[src/rtl/hexreq_pkg.sv]
package hexreq_pkg;

  typedef enum logic [2:0] {
    CK_OTHER,
    CK_HEX,
    CK_CR,
    CK_LF,
    CK_RD,
    CK_WR
  } chr_kind_t;

  typedef enum logic [2:0] {
    PS_WAIT,
    PS_ADDR,
    PS_DATA,
    PS_CR,
    PS_LF
  } pstate_t;

  localparam logic [7:0] CH_RD = 8'h52;
  localparam logic [7:0] CH_WR = 8'h57;
  localparam logic [7:0] CH_CR = 8'h0D;
  localparam logic [7:0] CH_LF = 8'h0A;

endpackage

[src/rtl/hexreq_classify.sv]
module hexreq_classify
  import hexreq_pkg::*;
(
  input  logic [7:0] chr,
  output chr_kind_t  kind,
  output logic [3:0] nib
);

  logic is_dec;
  logic is_ucx;

  always_comb begin
    is_dec = (chr >= 8'h30) && (chr <= 8'h39);
    is_ucx = (chr >= 8'h41) && (chr <= 8'h46);
    nib    = 4'h0;
    kind   = CK_OTHER;
    if (is_dec) begin
      kind = CK_HEX;
      nib  = chr[3:0];
    end else if (is_ucx) begin
      kind = CK_HEX;
      nib  = chr[3:0] + 4'd9;
    end else if (chr == CH_CR) begin
      kind = CK_CR;
    end else if (chr == CH_LF) begin
      kind = CK_LF;
    end else if (chr == CH_RD) begin
      kind = CK_RD;
    end else if (chr == CH_WR) begin
      kind = CK_WR;
    end
  end

endmodule

[src/rtl/hexreq_fsm.sv]
module hexreq_fsm
  import hexreq_pkg::*;
#(
  parameter int A_NIBS = 4,
  parameter int D_NIBS = 4
) (
  input  logic      clk,
  input  logic      rst_n,
  input  logic      byte_en,
  input  chr_kind_t kind,
  output logic      sh_addr,
  output logic      sh_data,
  output logic      clr,
  output logic      is_wr,
  output logic      fire
);

  localparam int MAX_N = (A_NIBS > D_NIBS) ? A_NIBS : D_NIBS;
  localparam int CNT_W = (MAX_N > 2) ? $clog2(MAX_N) : 1;
  localparam logic [CNT_W-1:0] A_LAST = CNT_W'(A_NIBS - 1);
  localparam logic [CNT_W-1:0] D_LAST = CNT_W'(D_NIBS - 1);

  pstate_t          st_q, st_d;
  logic [CNT_W-1:0] cnt_q, cnt_d;
  logic             wr_q, wr_d;
  logic             fire_q, fire_d;
  logic             st_en;

  always_comb begin
    st_d    = st_q;
    cnt_d   = cnt_q;
    wr_d    = wr_q;
    fire_d  = 1'b0;
    sh_addr = 1'b0;
    sh_data = 1'b0;
    clr     = 1'b0;
    if (byte_en) begin
      if (kind == CK_RD || kind == CK_WR) begin
        st_d  = PS_ADDR;
        cnt_d = '0;
        wr_d  = (kind == CK_WR);
        clr   = 1'b1;
      end else begin
        case (st_q)
          PS_ADDR: begin
            if (kind == CK_HEX) begin
              sh_addr = 1'b1;
              if (cnt_q == A_LAST) begin
                cnt_d = '0;
                st_d  = wr_q ? PS_DATA : PS_CR;
              end else begin
                cnt_d = cnt_q + 1'b1;
              end
            end else begin
              st_d = PS_WAIT;
            end
          end
          PS_DATA: begin
            if (kind == CK_HEX) begin
              sh_data = 1'b1;
              if (cnt_q == D_LAST) begin
                cnt_d = '0;
                st_d  = PS_CR;
              end else begin
                cnt_d = cnt_q + 1'b1;
              end
            end else begin
              st_d = PS_WAIT;
            end
          end
          PS_CR: st_d = (kind == CK_CR) ? PS_LF : PS_WAIT;
          PS_LF: begin
            fire_d = (kind == CK_LF);
            st_d   = PS_WAIT;
          end
          default: st_d = PS_WAIT;
        endcase
      end
    end
  end

  assign st_en = byte_en | fire_q;

  always_ff @(posedge clk or negedge rst_n) begin
    if (!rst_n) begin
      st_q   <= PS_WAIT;
      cnt_q  <= '0;
      wr_q   <= 1'b0;
      fire_q <= 1'b0;
    end else begin
      fire_q <= fire_d;
      if (st_en) begin
        st_q  <= st_d;
        cnt_q <= cnt_d;
        wr_q  <= wr_d;
      end
    end
  end

  assign is_wr = wr_q;
  assign fire  = fire_q;

endmodule

[src/rtl/hexreq_shift.sv]
module hexreq_shift #(
  parameter int W = 16
) (
  input  logic         clk,
  input  logic         rst_n,
  input  logic         clr,
  input  logic         shift,
  input  logic [3:0]   nib,
  output logic [W-1:0] q
);

  logic [W-1:0] q_r, q_d;
  logic         en;

  generate
    if (W > 4) begin : g_wide
      always_comb q_d = clr ? '0 : {q_r[W-5:0], nib};
    end else begin : g_narrow
      always_comb q_d = clr ? '0 : W'(nib);
    end
  endgenerate

  assign en = clr | shift;

  always_ff @(posedge clk or negedge rst_n) begin
    if (!rst_n)  q_r <= '0;
    else if (en) q_r <= q_d;
  end

  assign q = q_r;

endmodule

[src/rtl/hexreq_parser.sv]
module hexreq_parser
  import hexreq_pkg::*;
#(
  parameter int ADDR_W  = 16,
  parameter int DATA_W  = 16,
  parameter int RST_SYN = 2
) (
  input  logic              clk,
  input  logic              rst_n,
  input  logic [7:0]        rx_byte,
  input  logic              rx_valid,
  output logic              req_valid,
  output logic              req_write,
  output logic [ADDR_W-1:0] req_addr,
  output logic [DATA_W-1:0] req_wdata
);

  localparam int A_NIBS = ADDR_W / 4;
  localparam int D_NIBS = DATA_W / 4;

  logic [RST_SYN-1:0] rsync;
  logic               rst_int_n;

  always_ff @(posedge clk or negedge rst_n) begin
    if (!rst_n) rsync <= '0;
    else        rsync <= {rsync[RST_SYN-2:0], 1'b1};
  end
  assign rst_int_n = rsync[RST_SYN-1];

  chr_kind_t  kind;
  logic [3:0] nib;
  logic       sh_a, sh_d, clr;

  hexreq_classify u_cls (
    .chr  (rx_byte),
    .kind (kind),
    .nib  (nib)
  );

  hexreq_fsm #(.A_NIBS(A_NIBS), .D_NIBS(D_NIBS)) u_fsm (
    .clk     (clk),
    .rst_n   (rst_int_n),
    .byte_en (rx_valid),
    .kind    (kind),
    .sh_addr (sh_a),
    .sh_data (sh_d),
    .clr     (clr),
    .is_wr   (req_write),
    .fire    (req_valid)
  );

  hexreq_shift #(.W(ADDR_W)) u_addr (
    .clk   (clk),
    .rst_n (rst_int_n),
    .clr   (clr),
    .shift (sh_a),
    .nib   (nib),
    .q     (req_addr)
  );

  hexreq_shift #(.W(DATA_W)) u_data (
    .clk   (clk),
    .rst_n (rst_int_n),
    .clr   (clr),
    .shift (sh_d),
    .nib   (nib),
    .q     (req_wdata)
  );

endmodule

[config.mk]
export PLATFORM = sky130hd
export DESIGN_NAME = hexreq_parser
export DESIGN_NICKNAME = d
export VERILOG_FILES = /design/src/rtl/hexreq_pkg.sv /design/src/rtl/hexreq_classify.sv /design/src/rtl/hexreq_fsm.sv /design/src/rtl/hexreq_shift.sv /design/src/rtl/hexreq_parser.sv
export SDC_FILE = /design/constraint.sdc
export NUM_CORES = 1
export LEC_CHECK = 0
export BUFFER_PORTS_ARGS = -buffer_cell sky130_fd_sc_hd__buf_4
export CAP_MARGIN = 20
export CORE_MARGIN = 5
export CORE_UTILIZATION = 35
export CTS_CLUSTER_DIAMETER = 150
export CTS_CLUSTER_SIZE = 24
export DETAILED_ROUTE_END_ITERATION = 16
export PLACE_DENSITY = 0.56
export SYNTH_ARGS = -nofsm -noshare
export SYNTH_HDL_FRONTEND = slang
export SYNTH_SLANG_ARGS = --single-unit
[constraint.sdc]
create_clock -name clk -period 1.2 [get_ports clk]
set_input_delay 0.18 -clock clk [delete_from_list [all_inputs] [get_ports clk]]
set_output_delay 0.18 -clock clk [all_outputs]
set_load 0.01 [all_outputs]
* Word level (Yosys, flattened, before mapping) *
Index checks and enable logic that the tools add are counted.
Widths: inputs -> output; s select.

storage, ports and cells
  bits in latches = 0
  ROM bits = 0
  word-level logic and storage cells = 75
  bits of input ports = 11
  flip-flop bits (word level) = 41
  memories = 0
  output and inout bits = 34
  bits in writable memories = 0

operators by class
  add/sub/neg operators = 2
  order comparisons = 4
  equality and inequality tests = 16
  reduce and logical (&&, ||, !) cells = 9
  multipliers = 0
  multiplexer cells = 34
  divide/modulo/power cells = 0
  shifts and indexed selects = 0
  bitwise gates (word level) = 3

operator list
  kind                 count
  $mux 3               12
  $mux 16              2
  $eq 8x4->1 const B   2
  $eq 8x7->1 const B   2
  $mux 1               13
  $eq 3x2->1 const B   4
  $eq 3x3->1 const B   3
  $pmux 3 s3           1
  $ge 8x6->1 const B   1
  $ge 8x7->1 const B   1
  $le 8x6->1 const B   1
  $le 8x7->1 const B   1
  $mux 2               4
  $mux 4               2
  $ne 4x3->1 const B   2
  $reduce_and 4->1     2
  $eq 3x1->1 const B   2
  $add 4x4->4 const B  1
  $reduce_bool 2->1    2
  $or 1x1->1           3
  $reduce_and 3->1     1
  $add 2x1->2 const B  1
  $eq 2x2->1 const B   1
  $logic_and 1x1->1    2
  other kinds (2)      2

* Longest topological paths before layout *
Gate-level depths: netlist (run 1).

  word-level depth = 13
  mapped depth = 8

* By module *
From an unflattened synthesis (run 1), not the netlist that was laid out.

second synthesis, totals
  cell total of the unflattened synthesis = 191
  area total of the unflattened synthesis = 2,087.0 um^2

modules (own cells, without submodules)
  module           instances  area each (um^2)  seq. area each (um^2)  cells an instance
  hexreq_shift     2          660.6             400.4                  52
  hexreq_fsm       1          425.4             175.2                  46
  hexreq_classify  1          286.5             0.0                    38
  hexreq_parser    1          53.8              50.0                   3

* Worst setup path before layout (run 1) *
OpenSTA, ideal clock, no wires.

  kind = input to register
  start = input port rx_byte[7]
  end = register u_data.q_r[0], in the netlist u_data.q[0]
  data arrival time = 1,822 ps
  setup slack = -747 ps
  stages on the path = 5
  data required time = 1,075 ps
  path through = or4b_4 nor4_4 o2111a_2 or2_4 mux2_2

on the way
  word-level cells in the longest chain between the ends = 13
  elaborated cells between the ends (all ways) = 30
  classes of those cells = order compare (4); eq/ne (7); mux (15); bitwise (1); reduce/logical (3)

ends and longest elaborated chain
  item                  RTL line               RTL
  start, declared       hexreq_parser.sv:10    input logic [7:0] rx_byte,
  $eq 8x7->1            hexreq_classify.sv:29  end else if (chr == CH_WR) begin
  $mux 3                hexreq_classify.sv:29
  $mux 3                hexreq_classify.sv:27  end else if (chr == CH_RD) begin
  $mux 3                hexreq_classify.sv:25  end else if (chr == CH_LF) begin
  $mux 3                hexreq_classify.sv:23  end else if (chr == CH_CR) begin
  $mux 3                hexreq_classify.sv:20  end else if (is_ucx) begin
  $mux 3                hexreq_classify.sv:17  if (is_dec) begin
  $eq 3x1->1            hexreq_fsm.sv:59       if (kind == CK_HEX) begin
  $mux 1                hexreq_fsm.sv:59
  $mux 1                hexreq_fsm.sv:44       case (st_q)
  $mux 1                hexreq_fsm.sv:38       if (kind == CK_RD || kind == CK_WR) begin
  $mux 1                hexreq_fsm.sv:37       if (byte_en) begin
  $or 1x1->1            hexreq_shift.sv:23     assign en = clr | shift;
  end signal, assigned  hexreq_shift.sv:27     else if (en) q_r <= q_d;
  end, declared         hexreq_shift.sv:12     logic [W-1:0] q_r, q_d;

Parallel ways exist; a longest one is shown, timed or not.
A chain may end at the register's enable or synchronous reset.

* Final worst setup path (run 1) *
  start = input port rx_byte[3]
  end = register u_data.q_r[0], in the netlist u_data.q[0]

Same word-level chain as after synthesis.

==> reports/results.tsv, run 1 <==
stage	metric	value	unit
drt	drt drc	0	
placed_design	cell area after placement	2710	sq um
synthesis	share of the yosys chip area belonging to registers	52.6	%
critical_path	arrival time at the worst endpoint	1800	ps
layout	proportion of layout cells with a drive suffix above 1	58.3	%
synthesis	most frequent cell after synthesis	sky130_fd_sc_hd__nand2_1	
cts	total CTS buffers	5	
cts	clock tree from TritonCTS	yes	
global_route	global-route wire length before repair	8810	um
worst_hold_path	class of the tightest hold or removal check	in -> async	
synthesis	area of the mapped netlist	1950	sq um
die	effective utilization at floorplan	35.7	%
run	Max Cap Viol	0	
layout	number of antenna repair diodes	0	
critical_path	slowest stage cell on the critical path	sky130_fd_sc_hd__or4b_4	
die	row cnt	27	
drt	routed wire length per instance	14.7	um
synthesis	post-synthesis instance total	202	
layout	layout-stage area growth over the synthesis result	64.7	%
critical_path	Worst Setup Start Kind	input port	
critical_path	most repeated library cell on the critical path	sky130_fd_sc_hd__buf_6	
cts	clk slew on worst S/H paths	80	ps
drt	remaining antenna violation count after routing	0	
drt	drt initial violations	44	
sta	post-route clock skew	3.48	ps
placed_design	gp weighted congestion	0.746	
layout	count of nets after finishing	306	
sta	setup TNS	-11950	ps
power	PnR Total Power	2.87	mW
critical_path	critical path start-end classification	in -> reg	
power	Pleak	1.58	nW
sta	max-slew violation count	0	
global_route	via count of the first global-routing pass	1827	
drt	number of search-and-repair iterations in the first detailed-routing pass	4	
synthesis	Post-synth ARST share	100	%
synthesis	cell type with the largest total area after synthesis	sky130_fd_sc_hd__dfrtp_1	
placed_design	quantity of I/O buffers inserted on ports	44	
synthesis	Synthesized Nets	219	
sta	peak clock frequency supported by timing	0.621	GHz
synthesis	Yosys top cell area share	52.6	%
critical_path	Largest stage delay, worst path	570	ps
die	die height	84.7	um
global_route	number of antenna violations at the first check in global routing	0	
drt	Via Count	1768	
critical_path	cell-by-cell trace of the critical path	buf_6, or4b_4, buf_6, a211oi_4, and2_4, or2_4, mux2_4	
power	Int Power	2.13	mW
drt	via count normalized by instance count	4.88	
power	combinational share of power	14.6	%
global_route	global routing usage summed across all routing layers	15.1	%
synthesis	flip-flop cell with the highest count after synthesis	sky130_fd_sc_hd__dfrtp_1	
critical_path	worst setup path start	rx_byte[3]	
layout	post-route cell area	3220	sq um
drt	final wirelength	5340	um
critical_path	r2r startpoint	u_fsm.st_q[1]	
critical_path	buffers and inverters on the worst path	2	
power	PwrDens	894	nW/um^2
die	total die area	7170	sq um
synthesis	yosys synthesis warning count	0	
cts	number of buffers on the longest clock path	2	
placed_design	half-perimeter wire length after placement	3470	um
cts	clk root buf	sky130_fd_sc_hd__clkbuf_8	
power	clock power share	33.2	%
power	part of the total power dissipated in sequential elements	52.2	%
sta	period utilization	134	%
die	I/O Pins	45	
cts	sinks on the clock net	41	
critical_path	peak fanout along the critical path	4	
power	Net Sw Power	0.741	mW
synthesis	distinct cell type count of the synthesized netlist	40	
sta	minimum clock period after layout	1610	ps
die	Core ar.	5470	sq um
synthesis	number of enable-type register cells in the synthesized netlist	0	
synthesis	Synth area leaders	sky130_fd_sc_hd__dfrtp_1 (53%), sky130_fd_sc_hd__nand2_1 (11%), sky130_fd_sc_hd__o21ai_0 (4.6%)	
critical_path	Crit. End Element	flip-flop	
sta	number of endpoints with negative hold slack in the final report	0	
global_route	Remaining Overflow, GRT	0	
cts	total number of H-tree levels	2	
sta	setup violators final	38	
cts	Clock Latency Late Sink	300	ps
sta	unrepaired setup endpoints after global routing	yes	
outcome	violated checks	negative setup slack	
global_route	maximum number of pins on one net before global-route repair	40	
synthesis	flops & latches, synth	41	
synthesis	Syn Area/Cell	9.66	sq um
synthesis	most instantiated cells after synthesis	sky130_fd_sc_hd__nand2_1 (56), sky130_fd_sc_hd__dfrtp_1 (41), sky130_fd_sc_hd__o21ai_0 (18), sky130_fd_sc_hd__nand3_1 (14)	
outcome	run status	finished with violations	
power	Max IR drop VDD	0.000401	V
critical_path	crit-path leading delay family	simple AND/OR/NAND/NOR gates	
die	die outline width	84.7	um
sta	post-route worst setup slack	-411	ps
sta	worst-case hold slack	195	ps
power	switching portion of total power	25.8	%
critical_path	endpoint required time on the critical path	1390	ps
[state kept, by name (all words and copies together) (netlist names)]
| name | cells |
|---|---|
| u_fsm.st_q | 3 |
| u_addr.q | 16 |
| u_fsm.cnt_q | 2 |
| u_data.q | 16 |
| u_fsm.is_wr | 1 |
| rsync | 2 |
| u_fsm.fire | 1 |
[power by group through the flow]
stage	clock [mW]	sequential (mW)	combinational, mW
global route	1.05	1.51	0.467
detailed placement	0	1.52	0.363
floorplan	0	1.53	0.134
global placement	0	1.51	0.360
finish	0.953	1.50	0.421
CTS	0.984	1.49	0.381
[through the flow]
step           worst slack (ps)  utilization (%)  cells
2_1_floorplan              -747                -    202
3_3_place_gp               -783             49.4    345
3_5_place_dp               -797             49.4    345
4_1_cts                    -473             54.9    361
5_1_grt                    -450             58.8    362
6_report                   -411             58.8    362
[final timing paths]
path | end | slack, ps | cells after the start
setup / recovery | u_data.q[0] | -410 | 7
hold / removal | rsync[1] | 190 | 2
setup reg to reg | u_addr.q[0] | -270 | 5
hold reg to reg | u_data.q[12] | 230 | 1
max in group asynchronous | u_fsm.st_q[0] | 760 | 1
min in group clk | u_fsm.fire | 250 | 4
[what timing repair did]
item | 4_1_cts | 5_1_grt
endpoints found under the setup margin | 38 | 39
gates cloned | 2 | 2
setup buffers | 5 | 3
gates resized for setup | 39 | 59
endpoints found under the hold margin | 2 | 0
hold buffers | 1 | 0
pin swaps | 8 | 26
[layout by cell type, fill, tap and decap left out, types with 2 or more instances in the layout]
master	netlist	final
sky130_fd_sc_hd__dfrtp_1	41	39
sky130_fd_sc_hd__nand2_4	0	4
sky130_fd_sc_hd__clkbuf_8	0	6
sky130_fd_sc_hd__nand2b_1	3	3
sky130_fd_sc_hd__buf_4	0	70
sky130_fd_sc_hd__inv_4	0	2
sky130_fd_sc_hd__a21oi_2	0	3
sky130_fd_sc_hd__a21oi_1	5	2
sky130_fd_sc_hd__dfrtp_2	0	2
sky130_fd_sc_hd__mux2_4	0	6
sky130_fd_sc_hd__nor2b_1	2	2
sky130_fd_sc_hd__nand2_2	0	20
sky130_fd_sc_hd__nand2_1	56	32
sky130_fd_sc_hd__nand3_2	0	11
sky130_fd_sc_hd__ha_1	6	4
sky130_fd_sc_hd__a21o_1	2	2
sky130_fd_sc_hd__o21ai_1	0	9
sky130_fd_sc_hd__or2_4	1	2
sky130_fd_sc_hd__ha_4	0	2
sky130_fd_sc_hd__inv_1	5	3
sky130_fd_sc_hd__nor2_1	4	4
sky130_fd_sc_hd__clkbuf_16	0	2
sky130_fd_sc_hd__nor3b_2	0	2
sky130_fd_sc_hd__buf_6	0	8
sky130_fd_sc_hd__o21ai_2	0	7
sky130_fd_sc_hd__mux2i_1	2	2
sky130_fd_sc_hd__buf_12	0	5
sky130_fd_sc_hd__nand3_1	14	3
[routing by layer]
metal / global-route usage, % / share of wire, % / vias up
li1: - / - / 865
met1: 19.3 / 44 / 865
met2: 25.2 / 51 / 32
met3: 3.14 / 3.7 / 6
met4: 5.18 / 1.4 / 0
met5: 0 / 0 / -
[area by class of cell]
| class | count | area (sq um) |
|---|---|---|
| repair buffers | 87 | 791 |
| flip-flops and latches | 41 | 1030 |
| clock buffers | 7 | 86.3 |
| well taps | 72 | 90.1 |
| clock inverters | 1 | 7.51 |
| inverters | 5 | 23.8 |
| fillers | 501 | 2260 |
| multi-input cells | 149 | 1190 |
[worst reg2reg max path, stage by stage (launching register included)]
cell and delay (ps):
sky130_fd_sc_hd__dfrtp_1 400, sky130_fd_sc_hd__nor2b_1 150, sky130_fd_sc_hd__and2_1 180, sky130_fd_sc_hd__o211ai_1 160, sky130_fd_sc_hd__nand2_2 170, sky130_fd_sc_hd__mux2_4 310
[cells by family after synthesis]
group                      count (synthesis)  share of synthesized area, %
adders and majority gates                  6                          3.85
DFF                                       41                          52.6
buffers and inverters                     12                          2.50
AOI/OAI and AO/OA                         37                          11.9
other                                      1                         0.192
and+or+nand+nor                           97                          24.5
muxes                                      8                          4.49
No activity file was read; power rests on OpenSTA's default activity.
==> run 2, diff against run 1 <==
Settings changed: ABC_AREA set to 1.
==> reports/results.tsv, run 2 <==
stage	metric	value	unit
drt	number of search-and-repair iterations in the first detailed-routing pass	4	
drt	final wirelength	5240	um
critical_path	r2r startpoint	u_fsm.st_q[0]	
critical_path	Register-to-Register Path Depth	6	
global_route	global routing usage summed across all routing layers	14.5	%
layout	Final Core Density	54.9	%
cts	sinks on the clock net	41	
run	Max Cap Viol	0	
layout	area taken by flip-flops and latches	1030	sq um
sta	period utilization	109	%
layout	Filler Cells Inserted	542	
drt	via count normalized by instance count	4.67	
global_route	Remaining Overflow, GRT	0	
power	combinational share of power	15.0	%
layout	count of nets after finishing	348	
placed_design	half-perimeter wire length after placement	3620	um
global_route	maximum number of pins on one net before global-route repair	40	
synthesis	Synth area leaders	sky130_fd_sc_hd__dfrtp_1 (50%), sky130_fd_sc_hd__nand2_1 (12%), sky130_fd_sc_hd__nand3_1 (8.8%)	
die	effective utilization at floorplan	35.4	%
placed_design	gp weighted congestion	0.804	
power	switching portion of total power	26.0	%
sta	setup violators final	36	
synthesis	share of the yosys chip area belonging to registers	49.8	%
sta	post-route worst setup slack	-102	ps
drt	Via Count	1902	
synthesis	Post-synth ARST share	100	%
die	Core ar.	5820	sq um
synthesis	yosys synthesis warning count	0	
synthesis	flops & latches, synth	41	
sta	number of endpoints with negative hold slack in the final report	0	
power	Net Sw Power	0.742	mW
synthesis	most instantiated cells after synthesis	sky130_fd_sc_hd__nand2_1 (65), sky130_fd_sc_hd__dfrtp_1 (41), sky130_fd_sc_hd__nand3_1 (36), sky130_fd_sc_hd__inv_1 (21), sky130_fd_sc_hd__o21ai_0 (14)	
synthesis	area of the mapped netlist	2060	sq um
layout	layout-stage area growth over the synthesis result	55.3	%
cts	number of buffers on the longest clock path	2	
sta	post-route clock skew	7.72	ps
die	total die area	7510	sq um
sta	minimum clock period after layout	1300	ps
global_route	via count of the first global-routing pass	1873	
power	part of the total power dissipated in sequential elements	51.4	%
critical_path	endpoint required time on the critical path	1380	ps
layout	area occupied by multi-input gates	1080	sq um
critical_path	arrival time at the worst endpoint	1490	ps
drt	drt drc	0	
cts	clock tree from TritonCTS	yes	
cts	total number of H-tree levels	2	
critical_path	Crit. End Element	flip-flop	
die	I/O Pins	45	
outcome	violated checks	negative setup slack	
placed_design	quantity of I/O buffers inserted on ports	44	
critical_path	endpoint of the most critical setup path	u_data.q[7]	
die	die height	86.7	um
synthesis	number of enable-type register cells in the synthesized netlist	0	
synthesis	Yosys top cell area share	49.8	%
die	die outline width	86.7	um
synthesis	Syn Area/Cell	8.58	sq um
power	Pleak	1.63	nW
layout	most frequent cells in the layout	sky130_fd_sc_hd__buf_4 (78), sky130_fd_sc_hd__nand2_1 (59), sky130_fd_sc_hd__dfrtp_1 (38)	
critical_path	worst setup slack for register-to-register paths	-100	ps
sta	max-slew violation count	0	
outcome	run status	finished with violations	
layout	number of antenna repair diodes	0	
layout	proportion of layout cells with a drive suffix above 1	48.5	%
sta	peak clock frequency supported by timing	0.768	GHz
power	Max IR drop VDD	0.000407	V
sta	setup TNS	-2090	ps
power	PwrDens	893	nW/um^2
cts	total CTS buffers	5	
critical_path	Worst Setup Start Kind	input port	
power	clock power share	33.5	%
critical_path	worst setup path start	rx_byte[1]	
drt	routed wire length per instance	12.9	um
drt	drt initial violations	68	
sta	unrepaired setup endpoints after global routing	yes	
power	Int Power	2.11	mW
drt	remaining antenna violation count after routing	0	
global_route	number of antenna violations at the first check in global routing	0	
critical_path	critical path start-end classification	in -> reg	
synthesis	distinct cell type count of the synthesized netlist	29	
cts	Clock Latency Late Sink	290	ps
synthesis	post-synthesis instance total	240	
cts	clk root buf	sky130_fd_sc_hd__clkbuf_8	
critical_path	r2r endpoint	u_data.q[7]	
synthesis	flip-flop cell with the highest count after synthesis	sky130_fd_sc_hd__dfrtp_1	
critical_path	peak fanout along the critical path	8	
die	row cnt	28	
layout	most common library cell in the layout ignoring fill and taps	sky130_fd_sc_hd__buf_4	
synthesis	Synthesized Nets	257	
synthesis	most frequent cell after synthesis	sky130_fd_sc_hd__nand2_1	
worst_hold_path	class of the tightest hold or removal check	in -> async	
cts	clk slew on worst S/H paths	80	ps
global_route	global-route wire length before repair	8760	um
synthesis	cell type with the largest total area after synthesis	sky130_fd_sc_hd__dfrtp_1	
[run 2: changes by cell type after synthesis, moves of 4 or more]
cell | previous run | this run
sky130_fd_sc_hd__inv_1 | 5 | 21
sky130_fd_sc_hd__nand2_2 | 0 | 4
sky130_fd_sc_hd__mux2_2 | 6 | 0
sky130_fd_sc_hd__inv_2 | 0 | 5
sky130_fd_sc_hd__nand2_1 | 56 | 65
sky130_fd_sc_hd__nand3_1 | 14 | 36
sky130_fd_sc_hd__nand4_1 | 0 | 5
sky130_fd_sc_hd__o21ai_0 | 18 | 14
sky130_fd_sc_hd__nor2_1 | 4 | 10
sky130_fd_sc_hd__a21oi_1 | 5 | 1
sky130_fd_sc_hd__o21ai_1 | 0 | 8
[run 2: cell families (layout without fill, tap and decap cells)]
family          after synthesis  after routing  share of synthesized area [%]
fa+ha+maj                     6              6                           3.65
simple gates                129            130                           30.1
compound gates               27             27                           7.42
buf+inv                      35            126                           8.39
flops                        41             41                           49.8
other cells                   1              1                          0.182
xor+xnor                      1              1                          0.426
[run 2: repair_timing]
item	in CTS	in global routing
pin swaps	15	8
gates resized for setup	45	18
hold buffers	1	0
gates cloned	1	1
setup buffers	2	7
endpoints found under the setup margin	37	37
hold endpoints to repair	2	0
[run 2: per-stage QoR]
| stage | std cells | hold WS, ps | instance area [sq um] | worst slack, ps | total power [mW] |
|---|---|---|---|---|---|
| floorplan | 240 | -116 | 2110 | -296 | 1.67 |
| global placement | 387 | -37.1 | 2750 | -442 | 1.88 |
| detailed placement | 387 | -36.4 | 2750 | -453 | 1.88 |
| CTS | 399 | 191 | 3060 | -84.2 | 2.86 |
| global route | 407 | 191 | 3200 | -177 | 3.00 |
| finish | 407 | 199 | 3200 | -102 | 2.85 |
[run 2: routing by layer]
| metal | track usage, % | vias to the layer above | part of all wire, % |
|---|---|---|---|
| met1 | 19.3 | 893 | 46 |
| li1 | - | 960 | - |
| met4 | 4.67 | 0 | 0.73 |
| met3 | 3.23 | 4 | 5.4 |
| met5 | 0 | - | 0 |
| met2 | 23.4 | 45 | 48 |
[run 2: cell type report]
cell class	count	share of cell area (%)
multi-input cells	165	33.9
well taps	75	2.94
inverters	27	3.37
clock inverters	1	0.235
repair buffers	91	24.6
flip-flops and latches	41	32.2
clock buffers	7	2.70
[run 2: worst min-delay path by stage]
stage,to,slack [ps],cells past startpoint
2_1_floorplan,rsync[0],-120,0
3_3_place_gp,rsync[0],-40,1
3_5_place_dp,rsync[0],-40,1
4_1_cts,rsync[1],190,2
5_1_grt,rsync[1],190,2
6_report,rsync[1],200,2
[run 2: critical path: stages]
cell,delay (ps)
sky130_fd_sc_hd__buf_8,80
sky130_fd_sc_hd__clkinvlp_4,140
sky130_fd_sc_hd__ha_4,220
sky130_fd_sc_hd__nor2_4,100
sky130_fd_sc_hd__nand3_2,100
sky130_fd_sc_hd__nand3_4,110
sky130_fd_sc_hd__nand2_4,80
sky130_fd_sc_hd__buf_6,140
sky130_fd_sc_hd__nand3_4,110
sky130_fd_sc_hd__nand2_8,100
sky130_fd_sc_hd__nand3_2,70
sky130_fd_sc_hd__nand2_1,60
[run 2: power groups by stage]
| stage | Clock [mW] | Sequential, mW | Combinational (mW) |
|---|---|---|---|
| 5_1_grt | 1.05 | 1.48 | 0.479 |
| 4_1_cts | 0.976 | 1.47 | 0.417 |
| 2_1_floorplan | 0 | 1.53 | 0.135 |
| 3_5_place_dp | 0 | 1.50 | 0.383 |
| 3_3_place_gp | 0 | 1.50 | 0.381 |
| 6_report | 0.957 | 1.47 | 0.429 |
==> run 3, diff against run 2 <==
Settings changed: SETUP_SLACK_MARGIN set to 0.05.
==> reports/results.tsv, run 3 (synthesis results as in run 2) <==
stage	metric	value	unit
sta	max-slew violation count	0	
global_route	via count of the first global-routing pass	1913	
global_route	Remaining Overflow, GRT	0	
power	Pleak	1.66	nW
cts	sinks on the clock net	41	
die	total die area	7510	sq um
cts	clock tree from TritonCTS	yes	
global_route	maximum number of pins on one net before global-route repair	40	
critical_path	arrival time at the worst endpoint	1520	ps
drt	routed wire length per instance	13.1	um
power	PnR Total Power	2.86	mW
layout	area taken by flip-flops and latches	1030	sq um
die	die outline width	86.7	um
drt	final wirelength	5350	um
drt	number of search-and-repair iterations in the first detailed-routing pass	4	
drt	remaining antenna violation count after routing	0	
die	die height	86.7	um
layout	Filler Cells Inserted	533	
drt	drt drc	0	
outcome	violated checks	negative setup slack	
drt	via count normalized by instance count	4.72	
layout	most common library cell in the layout ignoring fill and taps	sky130_fd_sc_hd__buf_4	
critical_path	Largest stage delay, worst path	220	ps
layout	number of antenna repair diodes	0	
sta	post-route clock skew	5.08	ps
sta	minimum clock period after layout	1330	ps
layout	layout-stage area growth over the synthesis result	59.2	%
critical_path	total stage count of the critical path	12	
cts	number of buffers on the longest clock path	2	
sta	setup violators final	35	
layout	most frequent cells in the layout	sky130_fd_sc_hd__buf_4 (77), sky130_fd_sc_hd__nand2_1 (57), sky130_fd_sc_hd__dfrtp_1 (40)	
die	I/O Pins	45	
critical_path	Crit. End Element	flip-flop	
worst_hold_path	class of the tightest hold or removal check	in -> async	
cts	Clock Latency Late Sink	290	ps
placed_design	gp weighted congestion	0.803	
critical_path	Worst Setup Start Kind	input port	
critical_path	critical path start-end classification	in -> reg	
critical_path	peak fanout along the critical path	8	
power	Max IR drop VDD	0.000467	V
placed_design	quantity of I/O buffers inserted on ports	44	
placed_design	half-perimeter wire length after placement	3630	um
sta	worst-case hold slack	202	ps
layout	proportion of layout cells with a drive suffix above 1	50.6	%
layout	post-route cell area	3280	sq um
layout	Final Core Density	56.3	%
placed_design	number of instances in the placed design	387	
power	PwrDens	873	nW/um^2
layout	area occupied by multi-input gates	1150	sq um
cts	clk root buf	sky130_fd_sc_hd__clkbuf_8	
layout	final std cells w/o fill	409	
sta	peak clock frequency supported by timing	0.752	GHz
global_route	number of antenna violations at the first check in global routing	0	
cts	clk slew on worst S/H paths	80	ps
global_route	global routing usage summed across all routing layers	14.8	%
outcome	run status	finished with violations	
critical_path	cell-by-cell trace of the critical path	buf_8, clkinvlp_4, ha_4, nor2_4, nand3_2, nand3_4, nand2_4, buf_6, nand3_4, nand2_8, nand3_2, nand2_1	
critical_path	buffers and inverters on the worst path	3	
critical_path	slowest stage cell on the critical path	sky130_fd_sc_hd__ha_4	
global_route	global-route wire length before repair	8790	um
layout	count of nets after finishing	350	
drt	Via Count	1930	
sta	number of endpoints with negative hold slack in the final report	0	
die	Core ar.	5820	sq um
die	effective utilization at floorplan	35.4	%
sta	post-route worst setup slack	-129	ps
run	Max Cap Viol	0	
sta	unrepaired setup endpoints after global routing	yes	
critical_path	crit-path leading delay family	simple AND/OR/NAND/NOR gates	
sta	period utilization	111	%
cts	total CTS buffers	5	
critical_path	Register-to-Register Path Depth	6	
placed_design	cell area after placement	2750	sq um
die	row cnt	28	
cts	total number of H-tree levels	2	
drt	drt initial violations	84	
critical_path	endpoint required time on the critical path	1390	ps
-- run 3: worst register-to-register path, stage by stage, from the launching register on --
cell and delay [ps]:
sky130_fd_sc_hd__dfrtp_1 440, sky130_fd_sc_hd__nor3_4 270, sky130_fd_sc_hd__buf_6 140, sky130_fd_sc_hd__nand3_4 140, sky130_fd_sc_hd__nand2_8 150, sky130_fd_sc_hd__nand3_2 80, sky130_fd_sc_hd__nand2_1 60
-- run 3: path summary, 6_finish.rpt --
kind	start	end	slack, ps
worst max-delay path	rx_byte[1]	u_data.q[3]	-130
worst min-delay path	rst_n	rsync[1]	200
worst max register to register	u_fsm.st_q[2]	u_data.q[3]	-130
worst min register to register	rsync[1]	u_data.q[12]	230
max in group asynchronous	rsync[1]	u_fsm.fire	770
min in group clk	rx_valid	u_fsm.is_wr	270
-- run 3: what timing repair did --
action,CTS,global route
setup endpoints to repair,37,39
pin swaps,15,18
cloned,1,1
gates resized for setup,41,38
hold buffers,1,0
setup buffers,4,7
hold endpoints to repair,2,0
-- run 3: power breakdown --
part | total, mW | switching, mW | internal, mW
clock | 0.943 | 0.475 | 0.468
sequential | 1.47 | 0.0340 | 1.43
combinational | 0.449 | 0.232 | 0.216
total | 2.86 | 0.741 | 2.12
-- run 3: layer usage --
layer  track usage (%)  up-vias  wire [um]
met4              6.23        0         42
met3              3.90        4        277
li1                  -      966          -
met5                 0        -          0
met2              23.9       40       2640
met1              18.7      920       2390
-- run 3: final cells by class --
type | instances | share of cell area, %
multi-input combinational | 165 | 35.0
inverter | 27 | 3.36
sequential | 41 | 31.3
tap | 75 | 2.86
clock inverter | 1 | 0.229
timing repair buffer | 93 | 24.6
clock buffer | 7 | 2.63
-- run 3: metrics by stage --
step                      setup TNS [ps]  worst slack [ps]
final                              -2660              -129
after CTS                          -1660             -86.2
after detailed placement          -14540              -453
after global placement            -14170              -442
after floorplan                    -7860              -296
after global routing               -5720              -208
